==> config.mk <==
export PLATFORM = sky130hd
export DESIGN_NAME = wstat_report
export DESIGN_NICKNAME = d
export VERILOG_FILES = /design/src/rtl/wstat_pkg.sv /design/src/rtl/wstat_seq.sv /design/src/rtl/wstat_toggle.sv /design/src/rtl/wstat_mux.sv /design/src/rtl/wstat_report.sv
export SDC_FILE = /design/constraint.sdc
export NUM_CORES = 1
export LEC_CHECK = 0
export BUFFER_PORTS_ARGS = -buffer_cell sky130_fd_sc_hd__buf_2
export CORE_UTILIZATION = 33
export DETAILED_ROUTE_END_ITERATION = 10
export PLACE_DENSITY_LB_ADDON = 0.1
export SKIP_CTS_REPAIR_TIMING = 1
export SYNTH_ARGS = -nofsm -noshare
export SYNTH_HDL_FRONTEND = slang
export SYNTH_SLANG_ARGS = --single-unit
export TNS_END_PERCENT = 20
==> constraint.sdc <==
create_clock -name clk -period 2.3 [get_ports clk]
set_input_delay 0.46 -clock clk [delete_from_list [all_inputs] [get_ports clk]]
set_output_delay 0.46 -clock clk [all_outputs]
set_load 0.01 [all_outputs]
==> src/rtl/wstat_pkg.sv <==
// Shared types for the write-status reporting block.
package wstat_pkg;

    // Operation kind as encoded on cmd_kind.
    typedef enum logic [1:0] {
        K_PROG  = 2'd0,
        K_ERASE = 2'd1,
        K_BUF   = 2'd2,
        K_NONE  = 2'd3
    } kind_e;

    // Reporting state.
    typedef enum logic [2:0] {
        ST_IDLE   = 3'd0,
        ST_BUSY   = 3'd1,
        ST_HOLD   = 3'd2,
        ST_BABORT = 3'd3,
        ST_SUSP   = 3'd4,
        ST_SPROG  = 3'd5
    } state_e;

endpackage

==> src/rtl/wstat_seq.sv <==
// Tracks the operation state reported to the host. It also holds the
// erased sector, the inverted polling bit, the protect-abort hold counter
// and the sticky buffer-abort flag.
// Assumes the sequencer issues at most one of done/abort/suspend per
// cycle; when several arrive, protect abort wins, then buffer abort,
// then done, then suspend.
module wstat_seq
    import wstat_pkg::*;
#(
    parameter int SECT_W   = 10,
    parameter int HOLD_CYC = 25
) (
    input  logic              clk,
    input  logic              rst_n,
    input  logic              cmd_start,
    input  logic [1:0]        cmd_kind,
    input  logic [SECT_W-1:0] cmd_sector,
    input  logic              prog_msb,
    input  logic              cmd_done,
    input  logic              cmd_prot_abort,
    input  logic              cmd_buf_abort,
    input  logic              cmd_abort_clr,
    input  logic              cmd_suspend,
    input  logic              cmd_resume,
    output state_e            st,
    output kind_e             kind,
    output logic [SECT_W-1:0] era_sect,
    output logic              inv7,
    output logic              dq1_flag,
    output logic              start_acc
);
    localparam int CNT_W = $clog2(HOLD_CYC + 1);

    state_e           st_n;
    kind_e            kind_in;
    logic [CNT_W-1:0] cnt_q;
    logic             ret_susp_q;
    logic             go_hold;
    logic             go_babort;

    assign kind_in = kind_e'(cmd_kind);

    // Accept a start from read mode (any real kind) or a program from suspend.
    assign start_acc = cmd_start &&
                       ((st == ST_IDLE && kind_in != K_NONE) ||
                        (st == ST_SUSP && kind_in == K_PROG));

    assign go_hold   = cmd_prot_abort && (st == ST_BUSY || st == ST_SPROG);
    assign go_babort = !cmd_prot_abort && cmd_buf_abort &&
                       st == ST_BUSY && kind == K_BUF;

    // Next reporting state.
    always_comb begin
        st_n = st;
        unique case (st)
            ST_IDLE:   if (start_acc) st_n = ST_BUSY;
            ST_BUSY: begin
                if (go_hold)                              st_n = ST_HOLD;
                else if (go_babort)                       st_n = ST_BABORT;
                else if (cmd_done)                        st_n = ST_IDLE;
                else if (cmd_suspend && kind == K_ERASE)  st_n = ST_SUSP;
            end
            ST_HOLD:   if (cnt_q == '0) st_n = ret_susp_q ? ST_SUSP : ST_IDLE;
            ST_BABORT: if (cmd_abort_clr) st_n = ST_IDLE;
            ST_SUSP: begin
                if (start_acc)       st_n = ST_SPROG;
                else if (cmd_resume) st_n = ST_BUSY;
            end
            ST_SPROG: begin
                if (go_hold)       st_n = ST_HOLD;
                else if (cmd_done) st_n = ST_SUSP;
            end
            default:   st_n = ST_IDLE;
        endcase
    end

    // State, kind and captured operands.
    always_ff @(posedge clk) begin
        if (!rst_n) begin
            st         <= ST_IDLE;
            kind       <= K_NONE;
            era_sect   <= '0;
            inv7       <= 1'b0;
            ret_susp_q <= 1'b0;
        end else begin
            st <= st_n;
            if (start_acc) begin
                kind <= kind_in;
                if (kind_in == K_ERASE) era_sect <= cmd_sector;
                else                    inv7     <= ~prog_msb;
            end else if (st_n == ST_SUSP || (st == ST_SUSP && st_n == ST_BUSY)) begin
                kind <= K_ERASE;
            end
            if (go_hold) ret_susp_q <= (st == ST_SPROG);
        end
    end

    // Protect-abort hold counter: loaded on entry, counts down to zero.
    always_ff @(posedge clk) begin
        if (!rst_n)                           cnt_q <= '0;
        else if (go_hold)                     cnt_q <= CNT_W'(HOLD_CYC - 1);
        else if (st == ST_HOLD && cnt_q != 0) cnt_q <= cnt_q - 1'b1;
    end

    // Sticky buffer-abort flag, cleared only by its command or reset.
    always_ff @(posedge clk) begin
        if (!rst_n)             dq1_flag <= 1'b0;
        else if (go_babort)     dq1_flag <= 1'b1;
        else if (cmd_abort_clr) dq1_flag <= 1'b0;
    end

endmodule

==> src/rtl/wstat_toggle.sv <==
// The two toggle flip-flops. Both clear on an accepted start. The main
// toggle advances on each status read while an operation is active. The
// sector toggle advances only on reads of the erased or suspended sector.
// Assumes rd_hit compares the read sector with the erased sector.
module wstat_toggle
    import wstat_pkg::*;
(
    input  logic   clk,
    input  logic   rst_n,
    input  logic   start_acc,
    input  logic   rd_stb,
    input  logic   rd_hit,
    input  state_e st,
    input  kind_e  kind,
    output logic   t6,
    output logic   t2
);
    logic active;
    logic adv6;
    logic adv2;

    assign active = (st == ST_BUSY) || (st == ST_HOLD) ||
                    (st == ST_BABORT) || (st == ST_SPROG);
    assign adv6 = rd_stb && active;
    assign adv2 = rd_stb && rd_hit &&
                  ((((st == ST_BUSY) || (st == ST_HOLD)) && kind == K_ERASE) ||
                   (st == ST_SUSP));

    // Toggle flops: clear on start, otherwise flip on qualifying reads.
    always_ff @(posedge clk) begin
        if (!rst_n || start_acc) begin
            t6 <= 1'b0;
            t2 <= 1'b0;
        end else begin
            if (adv6) t6 <= ~t6;
            if (adv2) t2 <= ~t2;
        end
    end

endmodule

==> src/rtl/wstat_mux.sv <==
// Builds the status word and selects between it and array data. Also
// derives the ready flag. Purely combinational.
module wstat_mux
    import wstat_pkg::*;
#(
    parameter int DATA_W = 16
) (
    input  state_e            st,
    input  kind_e             kind,
    input  logic              rd_hit,
    input  logic              inv7,
    input  logic              t6,
    input  logic              t2,
    input  logic              dq1_flag,
    input  logic [DATA_W-1:0] array_data,
    output logic [DATA_W-1:0] dq_out,
    output logic              status_sel,
    output logic              ready
);
    logic              busy;
    logic [DATA_W-1:0] word;

    assign busy       = (st == ST_BUSY) || (st == ST_HOLD) ||
                        (st == ST_BABORT) || (st == ST_SPROG);
    assign status_sel = busy || (st == ST_SUSP && rd_hit);
    assign ready      = !busy;

    // Status word assembly; unused bit positions read 0.
    always_comb begin
        word    = '0;
        word[7] = (st == ST_SUSP) ? 1'b1 : ((kind == K_ERASE) ? 1'b0 : inv7);
        word[6] = (st == ST_SUSP) ? 1'b1 : t6;
        word[2] = t2;
        word[1] = dq1_flag;
    end

    assign dq_out = status_sel ? word : array_data;

endmodule

==> src/rtl/wstat_report.sv <==
// Top of the write-status reporting block: ties the state tracker, the
// toggle flops and the output mux together.
// Assumes DATA_W >= 8 and a sequencer that drives one-cycle command pulses.
module wstat_report
    import wstat_pkg::*;
#(
    parameter int SECT_W   = 10,
    parameter int DATA_W   = 16,
    parameter int CLK_PS   = 8000,
    parameter int HOLD_PS  = 200000,
    parameter int HOLD_CYC = (HOLD_PS + CLK_PS - 1) / CLK_PS
) (
    input  logic              clk,
    input  logic              rst_n,
    input  logic              cmd_start,
    input  logic [1:0]        cmd_kind,
    input  logic [SECT_W-1:0] cmd_sector,
    input  logic              prog_msb,
    input  logic              cmd_done,
    input  logic              cmd_prot_abort,
    input  logic              cmd_buf_abort,
    input  logic              cmd_abort_clr,
    input  logic              cmd_suspend,
    input  logic              cmd_resume,
    input  logic              rd_stb,
    input  logic [SECT_W-1:0] rd_sector,
    input  logic [DATA_W-1:0] array_data,
    output logic [DATA_W-1:0] dq_out,
    output logic              status_sel,
    output logic              ready
);
    state_e            st_q;
    kind_e             kind_q;
    logic [SECT_W-1:0] era_sect;
    logic              inv7;
    logic              dq1_flag;
    logic              start_acc;
    logic              rd_hit;
    logic              t6;
    logic              t2;

    assign rd_hit = (rd_sector == era_sect);

    wstat_seq #(.SECT_W(SECT_W), .HOLD_CYC(HOLD_CYC)) u_seq (
        .clk(clk), .rst_n(rst_n),
        .cmd_start(cmd_start), .cmd_kind(cmd_kind), .cmd_sector(cmd_sector),
        .prog_msb(prog_msb), .cmd_done(cmd_done),
        .cmd_prot_abort(cmd_prot_abort), .cmd_buf_abort(cmd_buf_abort),
        .cmd_abort_clr(cmd_abort_clr), .cmd_suspend(cmd_suspend),
        .cmd_resume(cmd_resume),
        .st(st_q), .kind(kind_q), .era_sect(era_sect), .inv7(inv7),
        .dq1_flag(dq1_flag), .start_acc(start_acc)
    );

    wstat_toggle u_tog (
        .clk(clk), .rst_n(rst_n), .start_acc(start_acc), .rd_stb(rd_stb),
        .rd_hit(rd_hit), .st(st_q), .kind(kind_q), .t6(t6), .t2(t2)
    );

    wstat_mux #(.DATA_W(DATA_W)) u_mux (
        .st(st_q), .kind(kind_q), .rd_hit(rd_hit), .inv7(inv7), .t6(t6),
        .t2(t2), .dq1_flag(dq1_flag), .array_data(array_data),
        .dq_out(dq_out), .status_sel(status_sel), .ready(ready)
    );

endmodule

==> flow_metrics.py, run 1 <==
metrics = {
    "clocking": {
        "cts_sinks": 25,
        "cts_tree": "yes",
        "ctsHtreeMaxLevel": 1,
        "clk_pin_slew_ns": 0.09,
        "insertion_delay_ns": 0.27,
        "numCtsBuffers": 3,
        "cts_buffer_depth": 2,
        "cts_root_buf": "clkbuf_8",
    },
    "place": {
        "post-place-cells": 284,
        "place_hpwl_um": 2685,
        "numPortBuffers": 66,
        "gp_congestion": 0.7693,
    },
    "grt": {
        "grtUsageTotal": 0.1403,
        "grt_pass1_vias": 1208,
        "grt_first_pass_wirelength_um": 5575,
        "grt_overflow_total": 0,
        "antenna_found_initial": 0,
        "grt_max_degree": 24,
    },
    "sta": {
        "setup_violations": 0,
        "hold_viol": 0,
        "slew_headroom": 0.6771,
        "worstMarginPinSlew_ns": 0.4834,
        "hold_slack_ns": 0.4439,
        "post-route-period-util": 0.9923,
        "skew_ns": 0.002567,
        "fmax_ghz": 0.4382,
        "rsz0062_at_grt": "true",
        "post-route-min-period_ns": 2.282,
        "final_max_slew_viol_count": 0,
    },
    "synth": {
        "yosysWarnings": 0,
        "yosysSeqAreaShare": 0.3292,
        "synthArstFlopShare": 0,
        "ys.flop_type": "dfxtp_1",
        "syn_area_per_cell_um2": 8.942,
        "ys_types": 45,
        "syn_nets": 221,
        "syn_area_um2": 1520,
        "postSynthCellCount": 170,
        "synth_edf_count": 0,
        "ys_ff_latch": 25,
    },
    "critical_path": {
        "path_class": "reg2out",
        "crit_path_max_fanout": 7,
        "end_kind": "output port",
        "required_ns": 1.84,
        "crit_chain": "xor2_1 -> nor4_2 -> a31oi_4 -> buf_6 -> and2_1 -> buf_2",
        "worst_setup_path_start_kind": "flip-flop",
        "crit_arrival_ns": 1.82,
        "crit_slowest_cell": "nor4_2",
        "slowest_delay_ns": 0.45,
    },
    "die": {
        "start_util": 0.3467,
        "io_pins": 67,
        "die_area_um2": 4882,
        "die_y_um": 69.87,
        "fp.dieW_um": 69.87,
        "rows": 24,
        "core_area_um2": 4384,
    },
    "final_layout": {
        "drive_gt1_frac": 0.4580,
        "fin_cells": 290,
        "synthToLayoutAreaGrowth_pct": 38.68,
        "finalNetCount": 290,
        "insertedDiodeCount": 0,
    },
    "worst_hold_path": {
        "hold_class": "in2reg",
    },
    "power": {
        "p_leak_uw": 0.0009417,
        "ir_drop_uv": 265.8,
        "cellPowerDensity_nw_per_um2": 477.1,
        "power_uw": 1006,
    },
    "route": {
        "vias": 1353,
        "ant_nets": 0,
        "drt-total-wl_um": 3612,
        "via_per_inst": 4.666,
        "drtIter0Drc": 48,
        "wl_per_cell_um": 12.46,
        "drtPass1Iterations": 4,
        "remaining_drc_errors": 0,
    },
    "flow_run": {
        "max_cap_violations": 0,
    },
    "status": {
        "outcome": "completed",
    },
}
power by group:
part | switching [µW] | internal (µW)
combinational | 125 | 153
sequential | 13.2 | 449
clock | 145 | 121
total | 283 | 723
critical path, delay by kind of cell (launching register included):
| kind | cells | cell delay [ns] |
|---|---|---|
| buf+inv | 2 | 0.30 |
| flops | 1 | 0.33 |
| compound gates | 1 | 0.18 |
| simple gates | 2 | 0.59 |
| xor+xnor | 1 | 0.16 |
Yosys cell counts (2+ instances only):
| cell | n | area [µm²] |
|---|---|---|
| a211oi_1 | 2 | 15.01 |
| a21oi_1 | 9 | 45.04 |
| and2_1 | 13 | 81.33 |
| buf_2 | 3 | 15.01 |
| buf_6 | 2 | 22.52 |
| clkbuf_1 | 3 | 11.26 |
| dfxtp_1 | 25 | 500.5 |
| ha_1 | 2 | 25.02 |
| inv_1 | 8 | 30.03 |
| mux2_2 | 2 | 22.52 |
| mux2i_1 | 13 | 130.1 |
| nand2_1 | 8 | 30.03 |
| nand2b_1 | 2 | 12.51 |
| nand3_1 | 4 | 20.02 |
| nor2_1 | 11 | 41.29 |
| nor2b_1 | 15 | 93.84 |
| nor3_1 | 3 | 15.01 |
| nor3b_2 | 2 | 25.02 |
| o21ai_0 | 2 | 10.01 |
| o311a_1 | 2 | 20.02 |
| xnor2_1 | 6 | 52.55 |
| xor2_1 | 10 | 87.58 |
flip-flops by register name, summed over array words and instances, names as in the netlist:
name	cells
u_seq.inv7	1
u_seq.dq1_flag	1
u_seq.ret_susp_q	1
u_tog.t6	1
u_seq.cnt_q	5
u_seq.st	3
u_seq.era_sect	10
u_seq.kind	2
u_tog.t2	1
final timing paths:
kind	slack [ns]	cells past startpoint	to	startpoint
worst min-delay path	0.44	3	u_seq.era_sect[2]	cmd_sector[2]
worst max register to register	0.47	6	u_seq.kind[0]	u_seq.st[2]
worst max-delay path	0.02	6	dq_out[8]	u_seq.era_sect[8]
worst min register to register	0.49	2	u_tog.t2	u_tog.t2
cells in the final DEF, fill, tap and decap left out, drive strengths merged, types with 2 or more instances in the layout:
cell,Yosys,final
a211oi,2,2
a21boi,2,2
a21oi,9,9
and2,13,13
buf,5,72
clkbuf,3,3
dfxtp,25,25
ha,2,2
inv,8,8
mux2,2,2
mux2i,13,13
nand2,8,8
nand2b,3,3
nand3,4,4
nor2,12,12
nor2b,15,15
nor3,3,3
nor3b,3,3
o21ai,3,3
o311a,2,2
xnor2,6,6
xor2,10,10
through the flow:
step / worst slack [ns] / setup TNS, ns / util / area [µm²]
2_1_floorplan: 0.2990 / 0 / - / 1520
3_5_place_dp: 0.01338 / 0 / 0.4326 / 1897
6_report: 0.01771 / 0 / 0.4809 / 2108
4_1_cts: -0.07507 / -0.9877 / 0.4432 / 1943
3_3_place_gp: 0.02463 / 0 / 0.4326 / 1897
5_1_grt: -0.07761 / -0.8605 / 0.4809 / 2108
layer usage:
layer | wire, µm | track usage
met5 | 0 | 0
met1 | 1719 | 0.1953
met3 | 167 | 0.03896
met2 | 1705 | 0.2179
met4 | 19 | 0.02667
final cells by class:
cell class | count | area (µm²)
clock buffer | 3 | 41.29
clock inverter | 1 | 5.005
sequential | 25 | 506.7
inverter | 8 | 30.03
multi-input combinational | 129 | 1021
timing repair buffer | 72 | 439.2
fill | 462 | 2276
tap | 52 | 65.06
kinds of logic (layout without fill, tap and decap cells):
| logic type | Yosys count | in the layout | synth area share |
|---|---|---|---|
| XOR/XNOR | 16 | 16 | 0.09218 |
| buffers and inverters | 16 | 84 | 0.05185 |
| AND/OR/NAND/NOR | 71 | 71 | 0.2922 |
| adder cells (fa/ha/maj) | 2 | 2 | 0.01646 |
| flip-flops | 25 | 25 | 0.3292 |
| AO/OA/AOI/OAI | 25 | 25 | 0.1177 |
| multiplexers | 15 | 15 | 0.1004 |
(Power assumes the default switching activity.)
==> inputs of run 2 (changes only) <==
--- a/config.mk
+++ b/config.mk
@@ -12,5 +12,6 @@
 export SKIP_CTS_REPAIR_TIMING = 1
 export SYNTH_ARGS = -nofsm -noshare
 export SYNTH_HDL_FRONTEND = slang
+export SYNTH_HIERARCHICAL = 1
 export SYNTH_SLANG_ARGS = --single-unit
 export TNS_END_PERCENT = 20
==> run 2 against run 1 <==
Effect of this change:
- the flow now finishes with violations (negative setup slack)
- critical path depth is 2 higher
- largest power group unchanged
- final area is 2.8% higher
- core utilization is 1.3 points higher
- setup slack worse by 0.057 ns
- area after synthesis is 0.16% higher
- clock-buffer cell count stayed put
- routed wire length is 3.0% higher
- global-route usage is 1.3 points higher
- sequential power is 2% higher
- critical path type unchanged
- synthesized cell count is 4.7% higher
==> flow_metrics.py, run 2 <==
metrics = {
    "synth": {
        "syn_nets": 229,
        "yosys.area_share.simple": 0.2753,
        "syn_area_per_cell_um2": 8.555,
        "postSynthCellCount": 178,
        "ys_ff_latch": 25,
        "yosysSeqAreaShare": 0.3287,
        "yosysMostFrequentCell": "dfxtp_1",
        "synth_top_area_share": 0.3287,
        "ys.flop_type": "dfxtp_1",
        "synth_edf_count": 0,
        "synth_common_cells": "dfxtp_1, nor2_1, and2_1, mux2i_1, a21oi_1",
        "yosysWarnings": 6,
        "syn_area_um2": 1523,
        "synthMuxAreaShare": 0.09367,
        "synthArstFlopShare": 0,
        "synth_xor_area_frac": 0.09203,
        "synth_top_family_by_area": "simple AND/OR/NAND/NOR gates",
        "synth_area_leaders": "dfxtp_1, mux2i_1, nor2_1, xnor2_1, and2_1",
        "ys_types": 46,
        "synth_compound_area_frac": 0.1463,
        "synth_fa_ha_area_frac": 0.02301,
        "yosys.area.top_type": "dfxtp_1",
    },
    "sta": {
        "setup_ws_ns": -0.03944,
        "hold_viol": 0,
        "post-route-period-util": 1.017,
        "setup_violations": 6,
        "slew_headroom": 0.6950,
        "rsz0062_at_grt": "true",
        "worstMarginPinSlew_ns": 0.4575,
        "post-route-min-period_ns": 2.339,
        "fmax_ghz": 0.4275,
        "final_max_slew_viol_count": 0,
        "hold_slack_ns": 0.3536,
        "skew_ns": 0.003237,
        "setup_tns_ns": -0.1497,
    },
    "route": {
        "wl_per_cell_um": 12.20,
        "drt-total-wl_um": 3722,
        "via_per_inst": 4.911,
        "drtIter0Drc": 83,
        "drtPass1Iterations": 4,
        "remaining_drc_errors": 0,
        "vias": 1498,
        "ant_nets": 0,
    },
    "final_layout": {
        "multi_input_area_um2": 1003,
        "reg.largest.list": "u_seq/era_sect x10, u_seq/cnt_q x5, u_seq/st x3",
        "finalNetCount": 305,
        "insertedDiodeCount": 0,
        "layout.cells.most_common": "buf_2",
        "seqCellArea_um2": 505.5,
        "fill_cells": 420,
        "synthToLayoutAreaGrowth_pct": 42.32,
        "regMostFlops": "u_seq/era_sect",
        "largest_register_ffs": 10,
        "mostFrequentLayoutCells": "buf_2, nor2_1, dfxtp_1",
        "drive_gt1_frac": 0.4269,
    },
    "die": {
        "fp.dieW_um": 69.93,
        "io_pins": 67,
        "die_y_um": 69.93,
        "die_area_um2": 4890,
        "core_area_um2": 4384,
        "start_util": 0.3473,
        "rows": 24,
    },
    "critical_path": {
        "rr_endpoint": "u_seq/kind[1]",
        "rr_startpoint": "u_seq/cnt_q[0]",
        "crit_path_max_fanout": 5,
        "crit_path_start": "u_seq/era_sect[1]",
        "required_ns": 1.84,
        "path_class": "reg2out",
        "crit_arrival_ns": 1.88,
        "setup.worst_path.end": "dq_out[13]",
        "crit_slowest_cell": "dfxtp_2",
        "crit_chain": "xnor2_1 -> nand4_1 -> nor4_2 -> a211o_1 -> nand2_4 -> clkbuf_16 -> and2_4 -> buf_6",
        "ff2ff_path_depth": 6,
        "worst_setup_path_start_kind": "flip-flop",
        "end_kind": "output port",
        "reg2reg_slack_ns": 0.42,
        "slowest_delay_ns": 0.33,
    },
    "power": {
        "combPwrFrac": 0.296,
        "cellPowerDensity_nw_per_um2": 486.4,
        "power_switching_uw": 297.9,
        "seqPwrFrac": 0.447,
        "swShare": 0.2826,
        "p_leak_uw": 0.0009343,
        "ir_drop_uv": 379.7,
        "clkPwrFrac": 0.257,
        "p_int_uw": 756.2,
    },
    "flow_run": {
        "max_cap_violations": 0,
    },
    "clocking": {
        "insertion_delay_ns": 0.27,
        "clk_pin_slew_ns": 0.09,
        "numCtsBuffers": 3,
        "cts_buffer_depth": 2,
        "cts_sinks": 25,
        "ctsHtreeMaxLevel": 1,
        "cts_tree": "yes",
        "cts_root_buf": "clkbuf_8",
    },
    "place": {
        "place_hpwl_um": 2787,
        "gp_congestion": 0.7871,
        "numPortBuffers": 66,
    },
    "status": {
        "failed_checks": "negative setup slack",
        "outcome": "finished, violations left",
    },
    "worst_hold_path": {
        "hold_class": "in2reg",
    },
    "grt": {
        "grt_pass1_vias": 1332,
        "grt_overflow_total": 0,
        "grtUsageTotal": 0.1538,
        "grt_first_pass_wirelength_um": 6092,
        "grt_max_degree": 19,
        "antenna_found_initial": 0,
    },
}
-- run 2: cell types whose count changed in the layout (fill, tap and decap cells not counted), moves of 6 or more --
cell | before | now
xnor2_1 | 2 | 8
o21ai_0 | 2 | 8
nor2_1 | 11 | 22
nor2b_1 | 15 | 3
-- run 2: per-layer routing --
layer / wire length, µm / share of wire / GRT usage / vias up
li1: - / - / - / 770
met3: 261 / 0.070 / 0.04618 / 5
met4: 41 / 0.011 / 0.04000 / 0
met5: 0 / 0 / 0 / -
met1: 1669 / 0.45 / 0.1946 / 676
met2: 1749 / 0.47 / 0.2543 / 47
-- run 2: area by class of cell --
| type | instances | share of cell area |
|---|---|---|
| clock buffers | 3 | 0.01905 |
| clock inverters | 1 | 0.003464 |
| inverters | 8 | 0.01386 |
| flip-flops and latches | 25 | 0.2333 |
| multi-input cells | 140 | 0.4630 |
| well taps | 52 | 0.03002 |
| repair buffers | 76 | 0.2373 |
-- run 2: power by group through the flow --
stage | clock network (µW) | logic (µW) | registers (µW)
after detailed placement | 0 | 253 | 481
after global routing | 298 | 340 | 474
after CTS | 284 | 254 | 470
after floorplan | 0 | 147 | 475
after global placement | 0 | 253 | 481
final | 271 | 312 | 471
-- run 2: worst min path at each step --
stage	start	to	slack [ns]	cells past startpoint
global route	prog_msb	u_seq/inv7	0.35	2
detailed placement	u_tog/t2	u_tog/t2	0.47	2
finish	prog_msb	u_seq/inv7	0.35	2
CTS	prog_msb	u_seq/inv7	0.35	2
floorplan	u_tog/t2	u_tog/t2	0.45	2
global placement	u_tog/t2	u_tog/t2	0.48	2
-- run 2: logic make-up after synthesis --
| logic type | after synthesis |
|---|---|
| AO/OA/AOI/OAI | 34 |
| XOR/XNOR | 16 |
| adder cells (fa/ha/maj) | 3 |
| buffers and inverters | 13 |
| flip-flops | 25 |
| multiplexers | 14 |
| AND/OR/NAND/NOR | 73 |
-- run 2: per-stage QoR --
stage / std cells / utilization / setup slack, ns / cell area, µm² / total power (µW)
finish: 305 / 0.4943 / -0.03944 / 2167 / 1054
global route: 305 / 0.4943 / -0.1634 / 2167 / 1112
CTS: 304 / 0.4595 / -0.08186 / 2014 / 1009
detailed placement: 300 / 0.4483 / 0.006193 / 1966 / 733.7
global placement: 300 / 0.4483 / 0.005932 / 1966 / 734.3
floorplan: 178 / - / 0.2396 / 1523 / 622.2
-- run 2: critical path, delay by kind of cell, from the launching register on --
kind | cells | cell delay, ns
compound gates | 1 | 0.21
xor+xnor | 1 | 0.13
flops | 1 | 0.33
simple gates | 4 | 0.65
buf+inv | 2 | 0.27
